<file path="src/rtl/tmr_pkg.sv">
package tmr_pkg;
    localparam int DATA_W = 32;

    // Cause register layout
    localparam int DC_BIT = 27;
    localparam int TI_BIT = 30;
    localparam logic [DATA_W-1:0] CAUSE_SW_MASK = 32'h00C0_0300;

    // Interrupt-control register layout
    localparam logic [DATA_W-1:0] ICTL_MASK = 32'h0000_02E0;

    typedef enum logic [1:0] {
        RA_COUNT   = 2'd0,
        RA_COMPARE = 2'd1,
        RA_CAUSE   = 2'd2,
        RA_ICTL    = 2'd3
    } reg_sel_e;

    typedef enum logic {
        ST_RUNNING = 1'b0,
        ST_HALTED  = 1'b1
    } run_state_e;
endpackage

</file>
<file path="src/rtl/tmr_run_fsm.sv">
module tmr_run_fsm
    import tmr_pkg::*;
(
    input  logic clk,
    input  logic rst_n,
    input  logic cause_wr,
    input  logic rel2_en,
    input  logic halt_bit,
    output logic halted
);
    run_state_e state_q;
    run_state_e state_d;
    logic       dc_wr;

    assign dc_wr = cause_wr && rel2_en;

    always_ff @(posedge clk) begin
        if (!rst_n) state_q <= ST_RUNNING;
        else        state_q <= state_d;
    end

    // STOP: RUNNING -> HALTED on a 0->1 write; START: HALTED -> RUNNING on 1->0
    always_comb begin
        state_d = state_q;
        unique case (state_q)
            ST_RUNNING: if (dc_wr && halt_bit)  state_d = ST_HALTED;
            ST_HALTED:  if (dc_wr && !halt_bit) state_d = ST_RUNNING;
            default:    state_d = ST_RUNNING;
        endcase
    end

    always_comb begin
        halted = (state_q == ST_HALTED);
    end
endmodule

</file>
<file path="src/rtl/tmr_counter.sv">
module tmr_counter
    import tmr_pkg::*;
(
    input  logic              clk,
    input  logic              rst_n,
    input  logic              run,
    input  logic              tick_en,
    input  logic              load,
    input  logic [DATA_W-1:0] load_val,
    input  logic [DATA_W-1:0] compare,
    output logic [DATA_W-1:0] count_q,
    output logic              hit
);
    logic [DATA_W-1:0] count_inc;
    logic              step;

    assign count_inc = count_q + {{(DATA_W-1){1'b0}}, 1'b1};
    assign step      = run && tick_en && !load;
    assign hit       = step && (count_inc == compare);

    always_ff @(posedge clk) begin
        if (!rst_n)    count_q <= '0;
        else if (load) count_q <= load_val;
        else if (step) count_q <= count_inc;
    end
endmodule

</file>
<file path="src/rtl/tmr_irq.sv">
module tmr_irq #(
    parameter int N_LINES = 8,
    localparam int SEL_W  = $clog2(N_LINES)
) (
    input  logic               clk,
    input  logic               rst_n,
    input  logic               hit,
    input  logic               cmp_wr,
    input  logic [SEL_W-1:0]   line_sel,
    output logic               pending_q,
    output logic [N_LINES-1:0] irq_o
);
    always_ff @(posedge clk) begin
        if (!rst_n)      pending_q <= 1'b0;
        else if (cmp_wr) pending_q <= 1'b0;
        else if (hit)    pending_q <= 1'b1;
    end

    for (genvar i = 0; i < N_LINES; i++) begin : g_line
        assign irq_o[i] = pending_q && (line_sel == SEL_W'(i));
    end
endmodule

</file>
<file path="src/rtl/cnt_cmp_timer.sv">
module cnt_cmp_timer
    import tmr_pkg::*;
#(
    parameter int N_LINES    = 8,
    parameter int SEL_LSB    = 5,
    parameter int RESET_LINE = 7,
    localparam int SEL_W     = $clog2(N_LINES)
) (
    input  logic               clk,
    input  logic               rst_n,
    input  logic               tick_en,
    input  logic               rel2_en,
    input  logic               reg_we,
    input  logic [1:0]         reg_addr,
    input  logic [DATA_W-1:0]  reg_wdata,
    output logic [DATA_W-1:0]  reg_rdata,
    output logic [N_LINES-1:0] irq_o
);
    localparam logic [DATA_W-1:0] ICTL_RESET = DATA_W'(RESET_LINE) << SEL_LSB;

    reg_sel_e          sel;
    logic              wr_count, wr_cmp, wr_cause, wr_ictl;
    logic [DATA_W-1:0] count_q, compare_q, cause_sw_q, ictl_q, cause_rd;
    logic              halted, ti_q, hit;
    logic [SEL_W-1:0]  line_sel;

    assign sel      = reg_sel_e'(reg_addr);
    assign wr_count = reg_we && (sel == RA_COUNT);
    assign wr_cmp   = reg_we && (sel == RA_COMPARE);
    assign wr_cause = reg_we && (sel == RA_CAUSE);
    assign wr_ictl  = reg_we && (sel == RA_ICTL);
    assign line_sel = ictl_q[SEL_LSB +: SEL_W];

    always_ff @(posedge clk) begin
        if (!rst_n) begin
            compare_q  <= '0;
            cause_sw_q <= '0;
            ictl_q     <= ICTL_RESET;
        end else begin
            if (wr_cmp)   compare_q  <= reg_wdata;
            if (wr_cause) cause_sw_q <= (cause_sw_q & ~CAUSE_SW_MASK) | (reg_wdata & CAUSE_SW_MASK);
            if (wr_ictl)  ictl_q     <= (ictl_q & ~ICTL_MASK) | (reg_wdata & ICTL_MASK);
        end
    end

    tmr_run_fsm u_fsm (
        .clk      (clk),
        .rst_n    (rst_n),
        .cause_wr (wr_cause),
        .rel2_en  (rel2_en),
        .halt_bit (reg_wdata[DC_BIT]),
        .halted   (halted)
    );

    tmr_counter u_cnt (
        .clk      (clk),
        .rst_n    (rst_n),
        .run      (!halted),
        .tick_en  (tick_en),
        .load     (wr_count),
        .load_val (reg_wdata),
        .compare  (compare_q),
        .count_q  (count_q),
        .hit      (hit)
    );

    tmr_irq #(.N_LINES(N_LINES)) u_irq (
        .clk       (clk),
        .rst_n     (rst_n),
        .hit       (hit),
        .cmp_wr    (wr_cmp),
        .line_sel  (line_sel),
        .pending_q (ti_q),
        .irq_o     (irq_o)
    );

    always_comb begin
        cause_rd = cause_sw_q;
        cause_rd[DC_BIT] = halted;
        cause_rd[TI_BIT] = ti_q;
    end

    always_comb begin
        unique case (sel)
            RA_COUNT:   reg_rdata = count_q;
            RA_COMPARE: reg_rdata = compare_q;
            RA_CAUSE:   reg_rdata = cause_rd;
            RA_ICTL:    reg_rdata = ictl_q;
            default:    reg_rdata = '0;
        endcase
    end
endmodule

</file>
<file path="config.mk">
export PLATFORM = sky130hd
export DESIGN_NAME = cnt_cmp_timer
export DESIGN_NICKNAME = d
export VERILOG_FILES = /design/src/rtl/tmr_pkg.sv /design/src/rtl/tmr_run_fsm.sv /design/src/rtl/tmr_counter.sv /design/src/rtl/tmr_irq.sv /design/src/rtl/cnt_cmp_timer.sv
export SDC_FILE = /design/constraint.sdc
export NUM_CORES = 1
export LEC_CHECK = 0
export BUFFER_PORTS_ARGS = -buffer_cell sky130_fd_sc_hd__buf_2
export CAP_MARGIN = 5
export CORE_ASPECT_RATIO = 1.2
export CORE_MARGIN = 2
export CORE_UTILIZATION = 62
export DETAILED_ROUTE_END_ITERATION = 7
export GPL_ROUTABILITY_DRIVEN = 0
export GPL_TIMING_DRIVEN = 0
export PLACE_DENSITY_LB_ADDON = 0.1
export SLEW_MARGIN = 20
export SYNTH_ARGS = -nofsm -noshare
export SYNTH_HDL_FRONTEND = slang
export SYNTH_SLANG_ARGS = --single-unit
export TNS_END_PERCENT = 20
</file>
<file path="constraint.sdc">
create_clock -name clk -period 7.6 [get_ports clk]
set_clock_uncertainty 0.2 [all_clocks]
set_input_delay 1.52 -clock clk [delete_from_list [all_inputs] [get_ports clk]]
set_output_delay 1.52 -clock clk [all_outputs]
set_load 0.1 [all_outputs]
</file>
# Word-level counts from Yosys, hierarchy flattened
# Index checks and enable logic that the tools add are counted.
# classes
addsub	1
mul	0
div_mod_pow	0
n_lt_le_gt_ge	0
n_eq_ne	11
shifts	0
muxes	6
bitwise	4
reduce_logical	25
# op_table
cell	n
$pmux W32 S4	1
$mux W32	2
$add A32 B1 Y32 const B	1
$eq A32 B32 Y1	1
$or A32 B10 Y32	1
$or A32 B24 Y32	1
$logic_and A1 B1 Y1	18
$eq A3 B3 Y1 const B	4
$eq A3 B2 Y1 const B	2
$eq A2 B2 Y1 const B	2
$eq A3 B1 Y1 const B	1
$logic_not A1 Y1	3
$logic_not A3 Y1	1
$eq A2 B1 Y1 const B	1
$logic_not A2 Y1	1
$mux W1	2
$not A1 Y1	2
$pmux W1 S2	1
$reduce_bool A2 Y1	1
$reduce_or A2 Y1	1
# totals
register_bits	130
latch_bits	0
ram_bits	0
romBits	0
input_bits	39
mem_count	0

# Longest topological paths before layout
# Gate-level depths: netlist (run 1).
# logic_depth
word_depth	6
depth_mapped	9

# Hierarchy
# From an unflattened synthesis (run 1), not the netlist that was laid out.
# unflattened
cells_unflattened	662
area_unflattened_um2	5197.5
# by_module_without_submodules
module	n_inst	cells_per_inst	area_each_um2	seq_area_each_um2
tmr_counter	1	391	2879.0	640.6
cnt_cmp_timer	1	250	2172.1	800.8
tmr_irq	1	16	105.1	20.0
tmr_run_fsm	1	5	41.3	20.0

# Worst setup path after synthesis (run 1)
# No wires, ideal clock.
# synth_timing
path_type	input-to-output
startpoint	in reg_addr[0]
endpoint	out reg_rdata[23]
arrival_time_ns	4.594
slack_ns	1.286
path_stages	4
path_cell_list	buf_1 buf_1 mux2i_1 o21ai_0
# synth_between
elab_chain_cells	2
elab_cells_between_ends	5
classes_between	eq/ne (3); mux (1); reduce/logical (1)
# synth_lines
element	line_no	source
start, declared	cnt_cmp_timer.sv:14	input logic [1:0] reg_addr,
$eq A2 B2 Y1 (tied with other cells)	cnt_cmp_timer.sv:84	unique case (sel)
$pmux W32 S4 (*)	cnt_cmp_timer.sv:84	
end, declared	cnt_cmp_timer.sv:16	output logic [DATA_W-1:0] reg_rdata,
# Every way passes the cells marked *; elsewhere a longest branch is shown, timed or not.

# Worst setup path after layout (run 1)
# Ends and elaborated chain as after synthesis.

==> results of run 1 <==
-- flip-flops by register name (all words and copies together), names as in the netlist --
name             count
cause_sw_q           4
u_irq.pending_q      1
compare_q           32
ictl_q               4
u_fsm.halted         1
u_cnt.count_q       32
-- synth_stat cells, drive strengths merged (2+ instances only) --
| cell | number | area [sq um] |
|---|---|---|
| o21ai | 21 | 105.1 |
| nand2b | 4 | 25.02 |
| o221ai | 3 | 26.28 |
| nor2b | 3 | 18.77 |
| or2 | 3 | 18.77 |
| and3b | 2 | 17.52 |
| inv | 10 | 37.53 |
| nand4 | 21 | 146.4 |
| nor4 | 9 | 98.84 |
| nor3 | 14 | 70.07 |
| nand2 | 105 | 394.1 |
| a311oi | 9 | 78.83 |
| dfxtp | 74 | 1481 |
| xor2 | 38 | 332.8 |
| buf | 13 | 61.31 |
| nand3 | 26 | 135.1 |
| a211oi | 24 | 180.2 |
| clkbuf | 39 | 146.4 |
| or3 | 10 | 62.56 |
| xnor2 | 27 | 236.5 |
| nor2 | 79 | 296.5 |
| mux2i | 36 | 360.4 |
| a2111oi | 3 | 38.79 |
| a21oi | 42 | 210.2 |
-- cell families (layout without fill, tap and decap cells) --
kind of cell	after synthesis	in the layout	share of synthesized area, %
and+or+nand+nor	281	281	27.74
AOI/OAI and AO/OA	114	114	15.61
DFF	74	74	31.07
xor gates and xnor gates	65	65	11.94
buffers and inverters	62	155	5.143
muxes	37	37	8.029
adders and majority gates	2	2	0.4723
-- per-layer routing --
metal	up-vias	share of wire [%]
met1	2384	38
met3	70	8.6
met4	0	5.4
li1	2383	-
met2	320	48
met5	-	0
-- area by class of cell --
type | instances | share of cell area (%)
flip-flops and latches | 74 | 26.84
well taps | 92 | 2.086
clock buffers | 10 | 2.494
repair buffers | 77 | 6.983
multi-input cells | 499 | 55.11
inverters | 10 | 0.6801
clock inverters | 6 | 2.040
plain buffers | 52 | 3.763
-- worst max-delay path by stage --
stage                     start             to  slack [ns]  cells past startpoint
floorplan           reg_addr[0]  reg_rdata[23]        1.29                      4
finish              reg_addr[0]  reg_rdata[23]        1.93                      6
global placement    reg_addr[0]  reg_rdata[23]        2.14                      6
global route        reg_addr[0]  reg_rdata[23]        1.88                      6
CTS                 reg_addr[0]  reg_rdata[23]        2.07                      6
detailed placement  reg_addr[0]  reg_rdata[23]        2.07                      6
-- where the power goes --
part / internal [mW] / switching (mW) / leakage, nW / total (mW)
Clock: 0.228 / 0.167 / 0.127 / 0.396
Combinational: 0.0606 / 0.143 / 1.47 / 0.204
Sequential: 0.404 / 0.0168 / 0.603 / 0.421
Total: 0.693 / 0.327 / 2.20 / 1.02
-- worst max-delay path, cell delays in order --
cell	delay [ns]
buf_2	0.11
buf_1	0.48
buf_1	0.88
mux2i_1	0.28
o21ai_0	0.22
buf_2	0.45
-- through the flow --
stage,instance area (sq um),hold slack [ns],utilization [%],setup WS [ns],std cells
final,5519,0.2649,72.85,1.933,820
after global routing,5519,0.2851,72.85,1.879,820
after CTS,5519,0.2676,72.85,2.069,820
after detailed placement,5269,0.2556,69.55,2.065,804
after global placement,5269,0.2459,69.55,2.136,804
after floorplan,4768,0.2333,-,1.286,635
==> Flow_metrics.wiki, run 1 <==
{| class="wikitable"
! Metric !! Value
|-
| Run status || finished clean
|-
| Chip height || 100.1 um
|-
| Clock latency of the later-clocked register in the worst-skew pair || 0.37 ns
|-
| Starting DRC count in detailed routing || 485
|-
| Total Power Consumption || 1.020 mW
|-
| Setup slack of the most critical reg-to-reg path || 4.50 ns
|-
| Slew margin rel. || 26.64%
|-
| Antenna-violating nets left || 0
|-
| Synthesized area per cell || 7.509 sq um
|-
| Number of gates given a new drive strength after cts || 0
|-
| Number of warnings reported in the yosys synthesis log || 0
|-
| GR Util met2 || 60.44%
|-
| Diodes inserted || 0
|-
| Number of enable-type register cells in the synthesized netlist || 0
|-
| Boundary pin count || 79
|-
| Post-CTS Repair Setup Buffers || 0
|-
| Multi-input combinational cell area || 3042 sq um
|-
| Main flop type after synthesis || dfxtp_1
|-
| Fillers || 623
|-
| Worst-path maximum fanout || 10
|-
| Hold path start || cause_sw_q[9]$_SDFFE_PN0P_
|-
| Number of buffers created by CTS || 9
|-
| Transition time at the pin with the least slew margin || 1.100 ns
|-
| Core outline area || 7576 sq um
|-
| Number of synthesized register bits || 74
|-
| Reg clk slew, reported paths || 0.09 ns
|-
| CTS H-Tree Depth || 3
|-
| Final wirelength || 15380 um
|-
| Worst r2r src || u_cnt.count_q[1]$_SDFFE_PN0P_
|-
| CP Class || in -> out
|-
| Type of element capturing the critical path || output port
|-
| Number of violations of the max-capacitance limit || 0
|-
| Instance count of the mapped netlist || 635
|-
| TritonCTS clock tree || yes
|-
| Global-route wire length before repair || 24270 um
|-
| Number of cells on the worst hold path || 2
|-
| Worst endpoint data arrival time || 3.95 ns
|-
| End of the worst register-to-register path || u_cnt.count_q[30]$_SDFFE_PN0P_
|-
| Placement row count || 35
|-
| Unrepaired setup endpoints after global routing || no
|-
| Post-synthesis async set-or-reset flop share || 0%
|-
| Tcrit/Tclk final || 74.57%
|-
| Shortest period the worst path allows || 5.667 ns
|-
| Area growth, synth to finish || 15.74%
|-
| Most Used Layer, Global Route || met2
|-
| Total number of vias || 5157
|-
| Number of hold violations in the final report || 0
|-
| Post-Syn Nets || 675
|-
| Most used cells in the layout excluding fill and tap cells || nand2_1, buf_2, nor2_1
|-
| Highest clock rate || 176.5 MHz
|-
| Post-CTS Hold Fix Bufs || 0
|-
| Post-synthesis instance area || 4768 sq um
|-
| Number of global-route vias before repair || 4835
|-
| Gr usage total || 36.60%
|-
| Final Setup Violations || 0
|-
| Standby leakage power || 2.199 nW
|-
| Sort of element at the start of the critical path || input pin
|-
| Worst hold path type || reg -> reg
|-
| Proportion of layout cells with a drive suffix above 1 || 15.80%
|-
| Met1 layer usage reported by global route || 44.70%
|-
| 1st-pass router iterations || 5
|-
| Worst r2r path cells || 9
|-
| Initial cell density of the core || 62.94%
|-
| Initial antenna violation count || 0
|-
| Count of different cell masters after synthesis || 52
|-
| Peak supply drop || 153.2 uV
|-
| Register area share after synthesis || 31.07%
|-
| Number of clock sinks seen by CTS || 74
|-
| Die outline width || 84.06 um
|-
| Hold path endpoint || cause_sw_q[9]$_SDFFE_PN0P_
|-
| Required time at the worst-slack endpoint || 5.88 ns
|-
| Root buf cell || clkbuf_8
|-
| Sum of negative setup slack || 0 ns
|-
| Full die area || 8411 sq um
|-
| Largest net degree at the start of global routing || 14
|-
| Number of DRC violations after detailed routing || 0
|-
| Routed wire length per instance || 18.75 um
|-
| Most common cell after layout, fill and taps aside || nand2_1
|-
| Net count reported at finish || 763
|-
| Global routing usage on met3 || 5.263%
|-
| Via density per instance || 6.289
|-
| Max-slew violation count || 0
|-
| P per Cell Area || 184.9 nW/um^2
|-
| Post-DP HPWL || 10930 um
|-
| Number of buffers inserted by port buffering || 77
|-
| Total gr overflow || 0
|-
| Footprint of the flip-flops and latches || 1481 sq um
|-
| Max clock buf depth || 2
|}
No activity file was read; power rests on OpenSTA's default activity.
==> run 2: changes to the inputs <==
CORE_UTILIZATION = 57   (was 62)
clock period = 5.4 ns   (was 7.6 ns; I/O delays follow)
==> run 2 against run 1 <==
  * Critical path depth unchanged
  * Combinational power grew 38%
  * Final area is 1.0% lower
  * Routed wire length fell by 2.8%
  * Sequential power is 41% higher
  * Die area increased by 8.4%
  * Total power up 27%
  * Global-route usage fell by 3.2 points
  * Worst setup slack got worse by 1.2 ns
  * Largest cell class unchanged
  * Highest routed layer unchanged
==> Flow_metrics.wiki, run 2 (synthesized netlist as in run 1, its figures left out) <==
{| class="wikitable"
! Metric !! Value
|-
| Sort of element at the start of the critical path || input pin
|-
| Shortest period the worst path allows || 4.697 ns
|-
| Post-CTS Hold Fix Bufs || 0 (unchanged)
|-
| Root buf cell || clkbuf_8
|-
| CTS H-Tree Depth || 3 (unchanged)
|-
| Clock latency of the later-clocked register in the worst-skew pair || 0.36 ns (about the same)
|-
| Standby leakage power || 2.174 nW (-1.2%)
|-
| Setup slack of the most critical reg-to-reg path || 2.29 ns (-2.21 ns)
|-
| 1st-pass router iterations || 5 (unchanged)
|-
| Switching component of the power || 0.4306 mW (+32%)
|-
| Run status || finished clean
|-
| Unrepaired setup endpoints after global routing || no
|-
| Number of global-route vias before repair || 4580 (-5.3%)
|-
| Chip height || 104.2 um (+4.1%)
|-
| Slew margin rel. || 29.15% (+2.5 points)
|-
| Tcrit/Tclk final || 86.98%
|-
| Total gr overflow || 0 (unchanged)
|-
| Sum of negative setup slack || 0 ns (unchanged)
|-
| Seq pwr share || 45.6% (+4.4 points)
|-
| Worst slack after detailed placement || 0.8255 ns (-1.240 ns)
|-
| Most used cells in the layout excluding fill and tap cells || nand2_1, buf_2, nor2_1
|-
| Clock Power Share || 32.6% (-6.2 points)
|-
| Core outline area || 8108 sq um (+7.0%)
|-
| Largest regs || compare_q: 32 flops, u_cnt.count_q: 32 flops
|-
| Post-DP HPWL || 10770 um (-1.4%)
|-
| Boundary pin count || 79 (unchanged)
|-
| Required time at the worst-slack endpoint || 4.12 ns (-1.76 ns)
|-
| Die outline width || 87.50 um (+4.1%)
|-
| Highest clock rate || 212.9 MHz
|-
| Type of element capturing the critical path || output port
|-
| Antenna-violating nets left || 0 (unchanged)
|-
| Worst-path maximum fanout || 10 (unchanged)
|-
| Starting DRC count in detailed routing || 415 (-14%)
|-
| Post-CTS Repair Setup Buffers || 0 (unchanged)
|-
| P per Cell Area || 237.6 nW/um^2 (+29%)
|-
| CP Class || in -> out
|-
| Slowest stage cell, crit path || buf_1
|-
| Final wirelength || 14940 um (-2.8%)
|-
| Initial cell density of the core || 58.81% (-4.1 points)
|-
| Diodes inserted || 0 (unchanged)
|-
| TritonCTS clock tree || yes
|-
| Number of DRC violations after detailed routing || 0 (unchanged)
|-
| Number of gates given a new drive strength after cts || 0 (unchanged)
|-
| Number of buffers created by CTS || 9 (unchanged)
|-
| Placement row count || 36 (+2.9%)
|-
| Final worst-path setup slack || 0.7032 ns (-1.230 ns)
|-
| Initial antenna violation count || 0 (unchanged)
|-
| Post-route design area || 5461 sq um (-1.0%)
|-
| Final Setup Violations || 0 (unchanged)
|-
| Via density per instance || 6.164 (-2.0%)
|-
| Net count reported at finish || 763 (unchanged)
|-
| Post-route insts no fill || 822 (+0.24%)
|-
| Number of violations of the max-capacitance limit || 0 (unchanged)
|-
| Routed wire length per instance || 18.17 um (-3.1%)
|-
| Share of total power in combinational logic || 21.8% (+1.8 points)
|-
| Fillers || 746 (+20%)
|-
| Gr usage total || 33.45% (-3.2 points)
|-
| Number of clock sinks seen by CTS || 74 (unchanged)
|-
| Max-slew violation count || 0 (unchanged)
|-
| Worst hold path type || reg -> reg
|-
| Total number of vias || 5067 (-1.7%)
|-
| Total placed instance area || 5273 sq um (about the same)
|-
| Internal power component || 0.8672 mW (+25%)
|-
| Number of buffers inserted by port buffering || 77 (unchanged)
|-
| Full die area || 9116 sq um (+8.4%)
|-
| Proportion of layout cells with a drive suffix above 1 || 15.68% (-0.12 points)
|-
| Worst endpoint data arrival time || 3.42 ns (-0.53 ns)
|-
| CP peak stage delay || 0.85 ns (-0.03 ns)
|-
| Reg clk slew, reported paths || 0.08 ns (about the same)
|-
| Number of hold violations in the final report || 0 (unchanged)
|-
| Area growth, synth to finish || 14.54%
|-
| Most common cell after layout, fill and taps aside || nand2_1
|-
| Fraction of power spent switching nets || 33.18% (+1.1 points)
|-
| Max clock buf depth || 2 (unchanged)
|-
| Post-Place Cells || 807 (+0.37%)
|-
| Largest net degree at the start of global routing || 12 (-2)
|-
| Peak supply drop || 125.3 uV (-18%)
|-
| Transition time at the pin with the least slew margin || 1.063 ns (-0.03755 ns)
|-
| Global-route wire length before repair || 23670 um (-2.4%)
|-
| Ordered cell list for the critical path || buf_2, buf_1, buf_1, mux2i_1, o21ai_0, buf_2
|}
run 2: through the flow:
stage	power (mW)	util [%]	hold WS, ns
6_report	1.298	67.36	0.2597
5_1_grt	1.347	67.36	0.2716
4_1_cts	1.296	67.36	0.2623
3_5_place_dp	0.8805	65.03	0.2508
3_3_place_gp	0.8754	65.03	0.2436
2_1_floorplan	0.8024	-	0.2333
run 2: critical path, delay by kind of cell:
kind	cells	cell delay [ns]
AO/OA/AOI/OAI	1	0.22
buffers and inverters	4	1.91
multiplexers	1	0.18
run 2: worst paths after layout:
check	start	to	cells past startpoint
max	reg_addr[0]	reg_rdata[30]	6
min	cause_sw_q[23]$_SDFFE_PN0P_	cause_sw_q[23]$_SDFFE_PN0P_	2
max reg2reg	u_cnt.count_q[1]$_SDFFE_PN0P_	u_cnt.count_q[28]$_SDFFE_PN0P_	9
min reg2reg	cause_sw_q[23]$_SDFFE_PN0P_	cause_sw_q[23]$_SDFFE_PN0P_	2
run 2: routing by layer:
metal  wire (um)  track usage [%]
met5           0                0
met3        1248            5.476
met1        6205            44.35
met2        6908            52.71
met4         576            15.05
run 2: layout make-up:
class	instances	area [sq um]	area share [%]
Clock buffer	13	178.9	3.276
Timing Repair Buffer	77	385.4	7.056
Sequential cell	74	1481	27.12
Buffer	52	207.7	3.803
Multi-Input combinational cell	499	3042	55.69
Inverter	10	37.54	0.6873
Tap cell	95	118.9	2.176
Clock inverter	2	10.01	0.1833
run 2: power by group through the flow:
stage / Combinational (mW) / Sequential (mW) / Clock [mW]
2_1_floorplan: 0.204 / 0.598 / 0
3_3_place_gp: 0.273 / 0.603 / 0
3_5_place_dp: 0.277 / 0.604 / 0
4_1_cts: 0.278 / 0.591 / 0.426
5_1_grt: 0.300 / 0.595 / 0.453
6_report: 0.282 / 0.592 / 0.423
==> run 3: changes to the inputs <==
--- a/config.mk
+++ b/config.mk
@@ -7,3 +7,3 @@
 export LEC_CHECK = 0
-export BUFFER_PORTS_ARGS = -buffer_cell sky130_fd_sc_hd__buf_2
+export BUFFER_PORTS_ARGS = -buffer_cell sky130_fd_sc_hd__buf_4
 export CAP_MARGIN = 5
==> constraint.sdc (replaced) <==
create_clock -name clk -period 5.4 [get_ports clk]
set_clock_uncertainty 0.2 [all_clocks]
set_input_delay 0.27 -clock clk [delete_from_list [all_inputs] [get_ports clk]]
set_output_delay 0.27 -clock clk [all_outputs]
set_load 0.1 [all_outputs]
==> run 3 against run 2 <==
  * Critical path depth grew 3
  * Register-to-register slack lost 0.10 ns
  * Worst setup slack gained 1.5 ns
  * Via count grew 3.8%
  * Sequential cell count is the same
  * Worst hold slack lost 0.25 ns
  * Maximum frequency grew 46%
  * Die area is the same
  * Non-clock buffer count grew 33
  * Total power grew 5.8%
  * Global-route usage grew 2.3 points
  * Routed wire length grew 7.1%
==> Flow_metrics.wiki, run 3 (synthesized netlist as in run 1, its figures left out) <==
{| class="wikitable"
! Metric !! Value
|-
| Run status || finished clean
|-
| Final worst-path setup slack || 2.186 ns (+1.483 ns)
|-
| P per Cell Area || 228.8 nW/um^2 (-3.7%)
|-
| Slowest stage cell, crit path || nor4_2
|-
| Clock latency of the later-clocked register in the worst-skew pair || 0.37 ns (about the same)
|-
| Number of clock sinks seen by CTS || 74 (unchanged)
|-
| Initial cell density of the core || 58.81% (unchanged)
|-
| Tcrit/Tclk final || 59.52% (-27 points)
|-
| Worst endpoint data arrival time || 3.30 ns (-0.12 ns)
|-
| Total number of vias || 5262 (+3.8%)
|-
| Placement row count || 36 (unchanged)
|-
| Number of global-route vias before repair || 5064 (+11%)
|-
| Number of buffers inserted by port buffering || 77 (unchanged)
|-
| Most common cell after layout, fill and taps aside || nand2_1
|-
| Antenna-violating nets left || 0 (unchanged)
|-
| Core outline area || 8108 sq um (unchanged)
|-
| Multi-input combinational cell area || 3042 sq um (unchanged)
|-
| Sum of negative setup slack || 0 ns (unchanged)
|-
| Full die area || 9116 sq um (unchanged)
|-
| Net count reported at finish || 796 (+4.3%)
|-
| Worst path buffer plus inverter count || 1 (-3)
|-
| Die outline width || 87.50 um (unchanged)
|-
| Type of element capturing the critical path || flip-flop
|-
| Largest regs || compare_q: 32 flops, u_cnt.count_q: 32 flops
|-
| Max clock buf depth || 2 (unchanged)
|-
| Routed wire length per instance || 18.71 um (+3.0%)
|-
| Proportion of layout cells with a drive suffix above 1 || 14.87% (-0.81 points)
|-
| CTS H-Tree Depth || 3 (unchanged)
|-
| Via density per instance || 6.154 (-0.16%)
|-
| Global-route wire length before repair || 25420 um (+7.4%)
|-
| Ordered cell list for the critical path || ha_1, buf_4, nand3_1, nor4_2, nand2_1, nor2_1, nand2_1, or3_1, a311oi_1
|-
| Kind of cell with the highest combined delay on the critical path || simple AND/OR/NAND/NOR gates
|-
| Total gr overflow || 0 (unchanged)
|-
| Footprint of the flip-flops and latches || 1481 sq um (unchanged)
|-
| Peak supply drop || 168.4 uV (+34%)
|-
| Chip height || 104.2 um (unchanged)
|-
| Boundary pin count || 79 (unchanged)
|-
| Post-Place Cells || 807 (unchanged)
|-
| Post-DP HPWL || 11130 um (+3.3%)
|-
| Number of hold violations in the final report || 0 (unchanged)
|-
| Number of buffers created by CTS || 9 (unchanged)
|-
| Post-route insts no fill || 855 (+4.0%)
|-
| Required time at the worst-slack endpoint || 5.48 ns (+1.36 ns)
|-
| Unrepaired setup endpoints after global routing || no
|-
| Shortest period the worst path allows || 3.214 ns (-1.483 ns)
|-
| Worst hold path type || in -> reg
|-
| Final wirelength || 16000 um (+7.1%)
|-
| Fillers || 655 (-12%)
|-
| Largest net degree at the start of global routing || 12 (unchanged)
|-
| CP peak stage delay || 0.60 ns (-0.25 ns)
|-
| Number of DRC violations after detailed routing || 0 (unchanged)
|-
| Starting DRC count in detailed routing || 479 (+15%)
|-
| Initial antenna violation count || 0 (unchanged)
|-
| Sort of element at the start of the critical path || flip-flop
|-
| Number of violations of the max-capacitance limit || 0 (unchanged)
|-
| Area growth, synth to finish || 25.82%
|-
| Max-slew violation count || 0 (unchanged)
|-
| Number of gates given a new drive strength after cts || 0 (unchanged)
|-
| Transition time at the pin with the least slew margin || 1.048 ns (-0.01526 ns)
|-
| Post-CTS Hold Fix Bufs || 33 (+33)
|-
| Final Setup Violations || 0 (unchanged)
|-
| Slew margin rel. || 30.16% (+1.0 points)
|-
| Highest clock rate || 311.1 MHz (+46%)
|-
| TritonCTS clock tree || yes
|-
| Worst slack after detailed placement || 2.314 ns (+1.488 ns)
|-
| Gr usage total || 35.71% (+2.3 points)
|-
| Most used cells in the layout excluding fill and tap cells || nand2_1, nor2_1, buf_4
|-
| 1st-pass router iterations || 7 (+2)
|-
| Reg clk slew, reported paths || 0.08 ns (about the same)
|-
| Most common cell on crit path || nand2_1
|-
| Worst-path maximum fanout || 10 (unchanged)
|-
| Post-CTS Repair Setup Buffers || 0 (unchanged)
|-
| Diodes inserted || 0 (unchanged)
|-
| Standby leakage power || 2.344 nW (+7.8%)
|-
| CP Class || reg -> reg
|-
| Root buf cell || clkbuf_8
|}
[run 3: changes by cell type in the layout (fill, tap and decap cells not counted), sizes merged]
| cell | before | now |
|---|---|---|
| bufinv | 0 | 1 |
| dlygate4sd3 | 0 | 33 |
| clkinv | 2 | 1 |
[run 3: routing by layer]
| layer | vias up | part of all wire [%] | wire, um | global-route usage (%) |
|---|---|---|---|---|
| met1 | 2442 | 41 | 6509 | 45.74 |
| met3 | 65 | 8.8 | 1404 | 7.540 |
| met5 | - | 0 | 0 | 0 |
| met4 | 0 | 4.5 | 727 | 18.79 |
| met2 | 299 | 46 | 7357 | 55.57 |
| li1 | 2456 | - | - | - |
[run 3: path summary, 6_finish.rpt]
check	from	endpoint	slack, ns	depth (start not counted)
worst max-delay path	u_cnt.count_q[1]$_SDFFE_PN0P_	u_cnt.count_q[28]$_SDFFE_PN0P_	2.19	9
worst min-delay path	reg_wdata[8]	cause_sw_q[8]$_SDFFE_PN0P_	0.008	3
worst max register to register	u_cnt.count_q[1]$_SDFFE_PN0P_	u_cnt.count_q[28]$_SDFFE_PN0P_	2.19	9
worst min register to register	cause_sw_q[8]$_SDFFE_PN0P_	cause_sw_q[8]$_SDFFE_PN0P_	0.26	2
[run 3: layout make-up]
class / instances / area share [%]
buffer: 52 / 3.462
clock buffer: 13 / 2.815
clock inverter: 2 / 0.5839
inverter: 10 / 0.6257
multi-input combinational: 499 / 50.70
sequential: 74 / 24.69
tap: 95 / 1.981
timing repair buffer: 110 / 15.14
[run 3: tightest hold or removal path: cells and delay by family]
family | cells | cell delay, ns
AOI/OAI and AO/OA | 1 | 0.05
buffers and inverters | 1 | 0.14
and+or+nand+nor | 1 | 0.06
[run 3: power breakdown]
group | switching [mW] | leakage (nW) | internal [mW] | total, mW
sequential | 0.0241 | 0.603 | 0.569 | 0.593
clock | 0.215 | 0.106 | 0.249 | 0.464
combinational | 0.203 | 1.64 | 0.113 | 0.316
[run 3: through the flow]
| step | area [sq um] | utilization, % | total power [mW] | hold WS, ns |
|---|---|---|---|---|
| 5_1_grt | 6000 | 74.00 | 1.418 | 0.01050 |
| 2_1_floorplan | 4768 | - | 0.8023 | 0.1319 |
| 6_report | 6000 | 74.00 | 1.373 | 0.007982 |
| 3_3_place_gp | 5465 | 67.41 | 0.8883 | 0.2450 |
| 4_1_cts | 6000 | 74.00 | 1.363 | 0.002169 |
| 3_5_place_dp | 5465 | 67.41 | 0.8944 | 0.2502 |
